[src/rtl/bsram_pkg.sv]
package bsram_pkg;

   typedef enum logic [1:0] {
      ST_IDLE  = 2'd0,
      ST_READ  = 2'd1,
      ST_WRITE = 2'd2
   } bsram_state_e;

   // Whole cycles covering a nanosecond limit, never fewer than one.
   function automatic int ns_to_cycles(int ns, int period_ns);
      int c;
      c = (ns + period_ns - 1) / period_ns;
      if (c < 1) c = 1;
      return c;
   endfunction

   function automatic int max2(int a, int b);
      return (a > b) ? a : b;
   endfunction

endpackage

[src/rtl/bsram_hz_track.sv]
module bsram_hz_track #(
   parameter int HZ_CYC = 4,
   parameter int CNT_W  = 6
) (
   input  logic clk,
   input  logic rst_n,
   input  logic oe_n,
   output logic hz_ok
);

   logic [CNT_W-1:0] hi_cnt;

   // Counts completed cycles with output enable high, saturating.
   always_ff @(posedge clk or negedge rst_n) begin
      if (!rst_n) begin
         hi_cnt <= CNT_W'(HZ_CYC);
      end else if (!oe_n) begin
         hi_cnt <= '0;
      end else if (hi_cnt < CNT_W'(HZ_CYC)) begin
         hi_cnt <= hi_cnt + CNT_W'(1);
      end
   end

   // True when the current cycle completes the release window.
   assign hz_ok = oe_n && (hi_cnt >= CNT_W'(HZ_CYC - 1));

endmodule

[src/rtl/bsram_fsm.sv]
module bsram_fsm
   import bsram_pkg::*;
#(
   parameter int ADDR_W  = 16,
   parameter int DATA_W  = 16,
   parameter int LANES   = 2,
   parameter int RD_CYC  = 11,
   parameter int CYC_CYC = 11,
   parameter int WP_CYC  = 9,
   parameter int DS_CYC  = 5,
   parameter int CNT_W   = 6
) (
   input  logic              clk,
   input  logic              rst_n,
   input  logic              req_valid,
   output logic              req_ready,
   input  logic              req_write,
   input  logic [ADDR_W-1:0] req_addr,
   input  logic [DATA_W-1:0] req_wdata,
   input  logic [LANES-1:0]  req_mask,
   input  logic              hz_ok,
   output logic [ADDR_W-1:0] mem_addr,
   output logic              cs_n,
   output logic              we_n,
   output logic              oe_n,
   output logic [LANES-1:0]  lane_n,
   output logic              drive,
   output logic [DATA_W-1:0] wdata_q,
   output logic [LANES-1:0]  mask_q,
   output logic              capture
);

   bsram_state_e     state;
   logic [CNT_W-1:0] op_cnt;
   logic [CNT_W-1:0] ds_cnt;
   logic [CNT_W-1:0] cyc_cnt;
   logic             accept;
   logic             rd_done;
   logic             wr_done;

   assign req_ready = (state == ST_IDLE) && (cyc_cnt == '0);
   assign accept    = req_valid && req_ready;
   assign rd_done   = (state == ST_READ) &&
                      ((op_cnt + CNT_W'(1)) >= CNT_W'(RD_CYC));
   assign wr_done   = (state == ST_WRITE) && drive &&
                      ((op_cnt + CNT_W'(1)) >= CNT_W'(WP_CYC)) &&
                      ((ds_cnt + CNT_W'(1)) >= CNT_W'(DS_CYC));
   assign capture   = rd_done;

   always_ff @(posedge clk or negedge rst_n) begin
      if (!rst_n) begin
         state    <= ST_IDLE;
         op_cnt   <= '0;
         ds_cnt   <= '0;
         cyc_cnt  <= '0;
         mem_addr <= '0;
         wdata_q  <= '0;
         mask_q   <= '0;
         cs_n     <= 1'b1;
         we_n     <= 1'b1;
         oe_n     <= 1'b1;
         lane_n   <= '1;
         drive    <= 1'b0;
      end else begin
         if (cyc_cnt != '0) cyc_cnt <= cyc_cnt - CNT_W'(1);
         unique case (state)
            ST_IDLE: begin
               if (accept && (|req_mask)) begin
                  mem_addr <= req_addr;
                  wdata_q  <= req_wdata;
                  mask_q   <= req_mask;
                  cs_n     <= 1'b0;
                  lane_n   <= ~req_mask;
                  op_cnt   <= '0;
                  ds_cnt   <= '0;
                  cyc_cnt  <= CNT_W'(CYC_CYC - 1);
                  if (req_write) begin
                     we_n  <= 1'b0;
                     drive <= hz_ok;
                     state <= ST_WRITE;
                  end else begin
                     oe_n  <= 1'b0;
                     state <= ST_READ;
                  end
               end
            end
            ST_READ: begin
               op_cnt <= op_cnt + CNT_W'(1);
               if (rd_done) begin
                  cs_n   <= 1'b1;
                  oe_n   <= 1'b1;
                  lane_n <= '1;
                  state  <= ST_IDLE;
               end
            end
            ST_WRITE: begin
               op_cnt <= op_cnt + CNT_W'(1);
               if (drive) ds_cnt <= ds_cnt + CNT_W'(1);
               if (!drive && hz_ok) drive <= 1'b1;
               if (wr_done) begin
                  cs_n   <= 1'b1;
                  we_n   <= 1'b1;
                  lane_n <= '1;
                  drive  <= 1'b0;
                  state  <= ST_IDLE;
               end
            end
            default: state <= ST_IDLE;
         endcase
      end
   end

   // a write strobe never overlaps output enable and needs chip select
   a_r4_write_excludes_oe: assert property (@(posedge clk) disable iff (!rst_n)
      !we_n |-> (oe_n && !cs_n));

   // address held while read strobes are active
   a_r2_read_addr_hold: assert property (@(posedge clk) disable iff (!rst_n)
      (!oe_n && !cs_n) |=> (oe_n || $stable(mem_addr)));

   // no new request while an access is on the pins
   a_r6_busy_not_ready: assert property (@(posedge clk) disable iff (!rst_n)
      !cs_n |-> !req_ready);

   // an empty mask leaves chip select high
   a_r7_empty_ignored: assert property (@(posedge clk) disable iff (!rst_n)
      (accept && (req_mask == '0) && cs_n) |=> cs_n);

endmodule

[src/rtl/bsram_lane_io.sv]
module bsram_lane_io #(
   parameter int LANES  = 2,
   parameter int LANE_W = 8
) (
   input  logic                    clk,
   input  logic                    rst_n,
   input  logic                    drive,
   input  logic                    capture,
   input  logic [LANES-1:0]        mask_q,
   input  logic [LANES*LANE_W-1:0] wdata_q,
   input  logic [LANES*LANE_W-1:0] dq_in,
   output logic [LANES*LANE_W-1:0] dq_out,
   output logic [LANES-1:0]        dq_oe,
   output logic                    rsp_valid,
   output logic [LANES*LANE_W-1:0] rsp_rdata
);

   assign dq_out = wdata_q;

   always_ff @(posedge clk or negedge rst_n) begin
      if (!rst_n) rsp_valid <= 1'b0;
      else        rsp_valid <= capture;
   end

   for (genvar l = 0; l < LANES; l++) begin : g_lane
      assign dq_oe[l] = drive && mask_q[l];

      always_ff @(posedge clk or negedge rst_n) begin
         if (!rst_n) begin
            rsp_rdata[l*LANE_W +: LANE_W] <= '0;
         end else if (capture) begin
            rsp_rdata[l*LANE_W +: LANE_W] <=
               mask_q[l] ? dq_in[l*LANE_W +: LANE_W] : '0;
         end
      end
   end

   // the read result strobe lasts a single cycle
   a_r3_single_pulse: assert property (@(posedge clk) disable iff (!rst_n)
      rsp_valid |=> !rsp_valid);

endmodule

[src/rtl/bsram_ctrl.sv]
module bsram_ctrl
   import bsram_pkg::*;
#(
   parameter int ADDR_W  = 16,
   parameter int DATA_W  = 16,
   parameter int LANE_W  = 8,
   parameter int CLK_NS  = 8,
   parameter int T_RC_NS = 85,
   parameter int T_AA_NS = 85,
   parameter int T_WC_NS = 85,
   parameter int T_WP_NS = 55,
   parameter int T_CW_NS = 70,
   parameter int T_DW_NS = 35,
   parameter int T_HZ_NS = 30,
   localparam int LANES  = DATA_W / LANE_W
) (
   input  logic              clk,
   input  logic              rst_n,
   input  logic              req_valid,
   output logic              req_ready,
   input  logic              req_write,
   input  logic [ADDR_W-1:0] req_addr,
   input  logic [DATA_W-1:0] req_wdata,
   input  logic [LANES-1:0]  req_mask,
   output logic              rsp_valid,
   output logic [DATA_W-1:0] rsp_rdata,
   output logic [ADDR_W-1:0] mem_addr,
   output logic              mem_cs_n,
   output logic              mem_we_n,
   output logic              mem_oe_n,
   output logic [LANES-1:0]  mem_lane_n,
   output logic [DATA_W-1:0] mem_dq_out,
   output logic [LANES-1:0]  mem_dq_oe,
   input  logic [DATA_W-1:0] mem_dq_in
);

   localparam int RD_CYC  = ns_to_cycles(T_AA_NS, CLK_NS);
   localparam int CYC_CYC = ns_to_cycles(max2(T_RC_NS, T_WC_NS), CLK_NS);
   localparam int WP_CYC  = ns_to_cycles(max2(T_WP_NS, T_CW_NS), CLK_NS);
   localparam int DS_CYC  = ns_to_cycles(T_DW_NS, CLK_NS);
   localparam int HZ_CYC  = ns_to_cycles(T_HZ_NS, CLK_NS);
   localparam int CNT_W   = $clog2(CYC_CYC + RD_CYC + WP_CYC + DS_CYC + HZ_CYC + 2);

   if (DATA_W % LANE_W != 0) begin : g_bad_lane
      $error("DATA_W must be a whole number of lanes");
   end
   if (CLK_NS < 1) begin : g_bad_clk
      $error("CLK_NS must be positive");
   end

   logic              hz_ok;
   logic              drive;
   logic              capture;
   logic [DATA_W-1:0] wdata_q;
   logic [LANES-1:0]  mask_q;

   bsram_hz_track #(
      .HZ_CYC (HZ_CYC),
      .CNT_W  (CNT_W)
   ) u_hz (
      .clk   (clk),
      .rst_n (rst_n),
      .oe_n  (mem_oe_n),
      .hz_ok (hz_ok)
   );

   bsram_fsm #(
      .ADDR_W  (ADDR_W),
      .DATA_W  (DATA_W),
      .LANES   (LANES),
      .RD_CYC  (RD_CYC),
      .CYC_CYC (CYC_CYC),
      .WP_CYC  (WP_CYC),
      .DS_CYC  (DS_CYC),
      .CNT_W   (CNT_W)
   ) u_fsm (
      .clk       (clk),
      .rst_n     (rst_n),
      .req_valid (req_valid),
      .req_ready (req_ready),
      .req_write (req_write),
      .req_addr  (req_addr),
      .req_wdata (req_wdata),
      .req_mask  (req_mask),
      .hz_ok     (hz_ok),
      .mem_addr  (mem_addr),
      .cs_n      (mem_cs_n),
      .we_n      (mem_we_n),
      .oe_n      (mem_oe_n),
      .lane_n    (mem_lane_n),
      .drive     (drive),
      .wdata_q   (wdata_q),
      .mask_q    (mask_q),
      .capture   (capture)
   );

   bsram_lane_io #(
      .LANES  (LANES),
      .LANE_W (LANE_W)
   ) u_io (
      .clk       (clk),
      .rst_n     (rst_n),
      .drive     (drive),
      .capture   (capture),
      .mask_q    (mask_q),
      .wdata_q   (wdata_q),
      .dq_in     (mem_dq_in),
      .dq_out    (mem_dq_out),
      .dq_oe     (mem_dq_oe),
      .rsp_valid (rsp_valid),
      .rsp_rdata (rsp_rdata)
   );

   // Independent count of cycles with output enable high, for the checks.
   logic [CNT_W-1:0] chk_oe_hi;
   always_ff @(posedge clk or negedge rst_n) begin
      if (!rst_n)                             chk_oe_hi <= CNT_W'(HZ_CYC);
      else if (!mem_oe_n)                     chk_oe_hi <= '0;
      else if (chk_oe_hi < CNT_W'(HZ_CYC))    chk_oe_hi <= chk_oe_hi + CNT_W'(1);
   end

   // pins driven only inside a write strobe, never with output enable
   a_r5_drive_in_write: assert property (@(posedge clk) disable iff (!rst_n)
      (|mem_dq_oe) |-> (!mem_we_n && mem_oe_n));

   // drive waits for the memory's release time
   a_r5_turnaround: assert property (@(posedge clk) disable iff (!rst_n)
      (|mem_dq_oe) |-> (chk_oe_hi >= CNT_W'(HZ_CYC)));

   // a driven lane is an enabled lane
   a_r5_lane_enabled: assert property (@(posedge clk) disable iff (!rst_n)
      (mem_dq_oe & mem_lane_n) == '0);

   // read strobes carry at least one enabled lane
   a_r2_read_has_lane: assert property (@(posedge clk) disable iff (!rst_n)
      !mem_oe_n |-> (!mem_cs_n && mem_we_n && (mem_lane_n != '1)));

endmodule

[config.mk]
export PLATFORM = sky130hd
export DESIGN_NAME = bsram_ctrl
export DESIGN_NICKNAME = d
export VERILOG_FILES = /design/src/rtl/bsram_pkg.sv /design/src/rtl/bsram_hz_track.sv /design/src/rtl/bsram_fsm.sv /design/src/rtl/bsram_lane_io.sv /design/src/rtl/bsram_ctrl.sv
export SDC_FILE = /design/constraint.sdc
export NUM_CORES = 1
export LEC_CHECK = 0
export ABC_AREA = 0
export BUFFER_PORTS_ARGS = -buffer_cell sky130_fd_sc_hd__buf_2
export CORE_MARGIN = 10
export CORE_UTILIZATION = 52
export DETAILED_ROUTE_END_ITERATION = 7
export GPL_TIMING_DRIVEN = 0
export PLACE_DENSITY = 0.9
export SLEW_MARGIN = 10
export SYNTH_ARGS = -nofsm -noshare
export SYNTH_HDL_FRONTEND = slang
export SYNTH_HIERARCHICAL = 1
export SYNTH_SLANG_ARGS = --single-unit
[constraint.sdc]
create_clock -name clk -period 2.6 [get_ports clk]
set_input_delay 0.65 -clock clk [delete_from_list [all_inputs] [get_ports clk]]
set_output_delay 0.65 -clock clk [all_outputs]
set_load 0.05 [all_outputs]
==> metrics.txt <==
Max Freq around 400 MHz; H-Tree Depth 3; CP startpoint kind flip-flop; critical path class flip-flop to flip-flop; Chip Height about 110 um; post-synthesis cell area approximately 4000 um2; Initial DRT Pass Iterations 5; Filler Cell Count about 570; via/cell ratio approximately 5.2; Crit Path Max Fanout 8; antenna cells 0; WP data required 2.83 ns; Power Density between 1000 and 1500 nW/um2; Core Rows 31; final core utilization 0.669; area grow syn2layout 24.0%; Crit. End Element flip-flop; clk_lat worst skew around 0.35 ns; vias 3012; remaining global-route overflow 0; status finished, final reports clean; final hold viol count 0; period utilisation layout 0.944; pre-CTS setup slack -0.117 ns; Core ar. between 7000 and 8000 um2; Yosys Warn Count 6; commonest cells after routing, fill and taps aside 116 x buf_2, 76 x dfrtp_1, 32 x o21ai_0; post-synthesis register bit count 83; Port-buffer cells 110; Max Slew Vio Count 0; Final Power ~6400 uW; largest net degree at the start of global routing 60; reg2reg end u_fsm/state[1]; max-cap viol count 0; reg2reg path depth 7; first-pass GRT wire length 15200 um; Max VDD drop ~760 uV; post-route setup slack roughly 0.14 ns; WL/cell 15.9 um; DIE AREA 11500 um2; Reg area 2090 um2; number of synthesized flops with an enable pin 0; Initial DRC Count 93; Data arrival, critical path ~2.7 ns; Mapped Avg Cell Area 11.1 um2; hold crit path type input port to asynchronous set/reset pin; largest area contributor in the netlist dfrtp_1; vias in the first global route 3234; proportion of synthesized chip area in sequential cells 0.527; initial cell density of the core 0.540; Final setup viols 0; most common cell after layout, fill and taps aside buf_2; Tot GR Track Use 0.163; CTS Hold Bufs 0; I/O Pins about 110; CTS sink count 83; static leakage around 0.0025 uW; DP HPWL approximately 7000 um; drt drc 0; Antenna Nets Post-Route 0; CTS Buf Count 9; final net count about 540; r2r setup slk roughly 0.14 ns; RD Place Congestion ~0.85; multi-input logic area 1610 um2; Synth top area share 0.487; Worst-Margin Slew 0.498 ns; Die W 107 um; drt total wl slightly above 9000 um; Mapped Cells roughly 360; largest cells by area after synthesis dfrtp_1 49%, mux2_1 6.5%, ha_1 4.1%, o21ai_0 4.0%, dfstp_2 4.0%; CTS root buf clkbuf_8; Worst Skew between 0.005 and 0.006 ns; crit path time final 2.46 ns; CTS tree done; Hold WS 0.195 ns; Relative slew margins 0.665; register clock-pin slew on the reported worst setup and hold paths roughly 0.080 ns; reg-to-reg critical path startpoint u_fsm/op_cnt[0]; syn_nets around 420; worst-case clock buffer depth 2; Distinct cells, synth 47; post-CTS setup buffers 0; layout cell share with drive strength beyond 1 0.383; Synth Flop Type dfrtp_1; Async S/R FF share, synth 1.00; initial antenna violation count 0
## area by class of cell
type,instances,share of cell area
Buffer,28,0.0372
Tap cell,99,0.0253
Multi-Input combinational cell,219,0.328
Sequential cell,83,0.425
Clock buffer,11,0.0309
Clock inverter,4,0.0151
Timing Repair Buffer,111,0.119
Inverter,25,0.0191
## state kept, by name, indices dropped and copies added, names as in the netlist
name            cells
u_fsm/drive         1
u_fsm/cs_n          1
u_fsm/mask_q        2
u_fsm/oe_n          1
u_fsm/wdata_q      16
u_fsm/ds_cnt        6
u_io/rsp_valid      1
u_fsm/we_n          1
u_io/rsp_rdata     16
u_fsm/mem_addr     16
u_fsm/state         2
u_fsm/cyc_cnt       6
u_fsm/op_cnt        6
u_hz/hi_cnt         6
u_fsm/lane_n        2
## routing by layer
metal	global-route usage	vias up	share of wire
li1	-	1461	-
met1	0.182	1473	0.41
met2	0.290	68	0.53
met3	0.0449	10	0.047
met4	0.0600	0	0.016
met5	0	-	0
## synth_stat cells (2+ instances only)
library cell   n
dfrtp_1       77
o21ai_0       32
nand2_1       26
inv_1         25
nand3_1       24
mux2_1        23
buf_4         18
mux2_2        14
ha_1          13
and2_1        10
buf_2          8
nor2_1         8
dfstp_2        6
mux2i_1        6
nand2b_1       6
nor3_1         6
a21oi_1        5
nor2b_1        5
a21o_1         4
a22o_1         3
xnor2_1        3
a32o_1         2
clkbuf_1       2
nand4_1        2
o21a_1         2
o31ai_1        2
or3_1          2
xor2_1         2
## kinds of logic after synthesis
kind of cell / Yosys count / share of synthesized area
buf+inv: 53 / 0.0699
xor+xnor: 5 / 0.0111
flops: 83 / 0.527
compound gates: 64 / 0.109
simple gates: 94 / 0.121
mux: 43 / 0.120
fa+ha+maj: 13 / 0.0411
## power by group
part	switching (uW)	total [uW]	internal (uW)
Combinational	2250	3280	1040
Clock	444	1030	588
Sequential	334	2120	1790
## stage by stage
step	instance area [um2]	setup TNS, ns	cells
3_3_place_gp	4630	0	564
2_1_floorplan	3960	0	355
5_1_grt	4900	-0.0242	580
4_1_cts	4890	0	580
6_report	4900	0	580
3_5_place_dp	4660	-1.02	565
## worst max-delay path: stages (launching register included)
cell and delay, ns:
dfrtp_1 0.50, ha_2 0.31, nand4bb_1 0.14, a21boi_0 0.11
o311ai_2 0.37, a21oi_1 0.17, a221oi_2 0.39, mux2_1 0.35
## worst max-delay path by stage
| stage | slack (ns) | from | to | cells after the start |
|---|---|---|---|---|
| 5_1_grt | -0.01 | u_fsm/op_cnt[0] | u_fsm/lane_n[1] | 7 |
| 3_5_place_dp | -0.12 | u_fsm/op_cnt[1] | u_io/rsp_rdata[2] | 8 |
| 4_1_cts | 0.01 | u_fsm/cyc_cnt[0] | req_ready | 6 |
| 3_3_place_gp | 0.05 | u_fsm/op_cnt[1] | u_io/rsp_rdata[3] | 8 |
| 2_1_floorplan | 0.27 | u_fsm/cyc_cnt[0] | req_ready | 5 |
| 6_report | 0.14 | u_fsm/op_cnt[0] | u_fsm/state[1] | 7 |
## what timing repair did
action / 4_1_cts / 5_1_grt
hold endpoints to repair: 0 / 0
gates cloned: 0 / 0
setup endpoints to repair: 16 / 48
gates resized for setup: 1 / 7
Note: power is estimated with default switching activity, not from simulation.
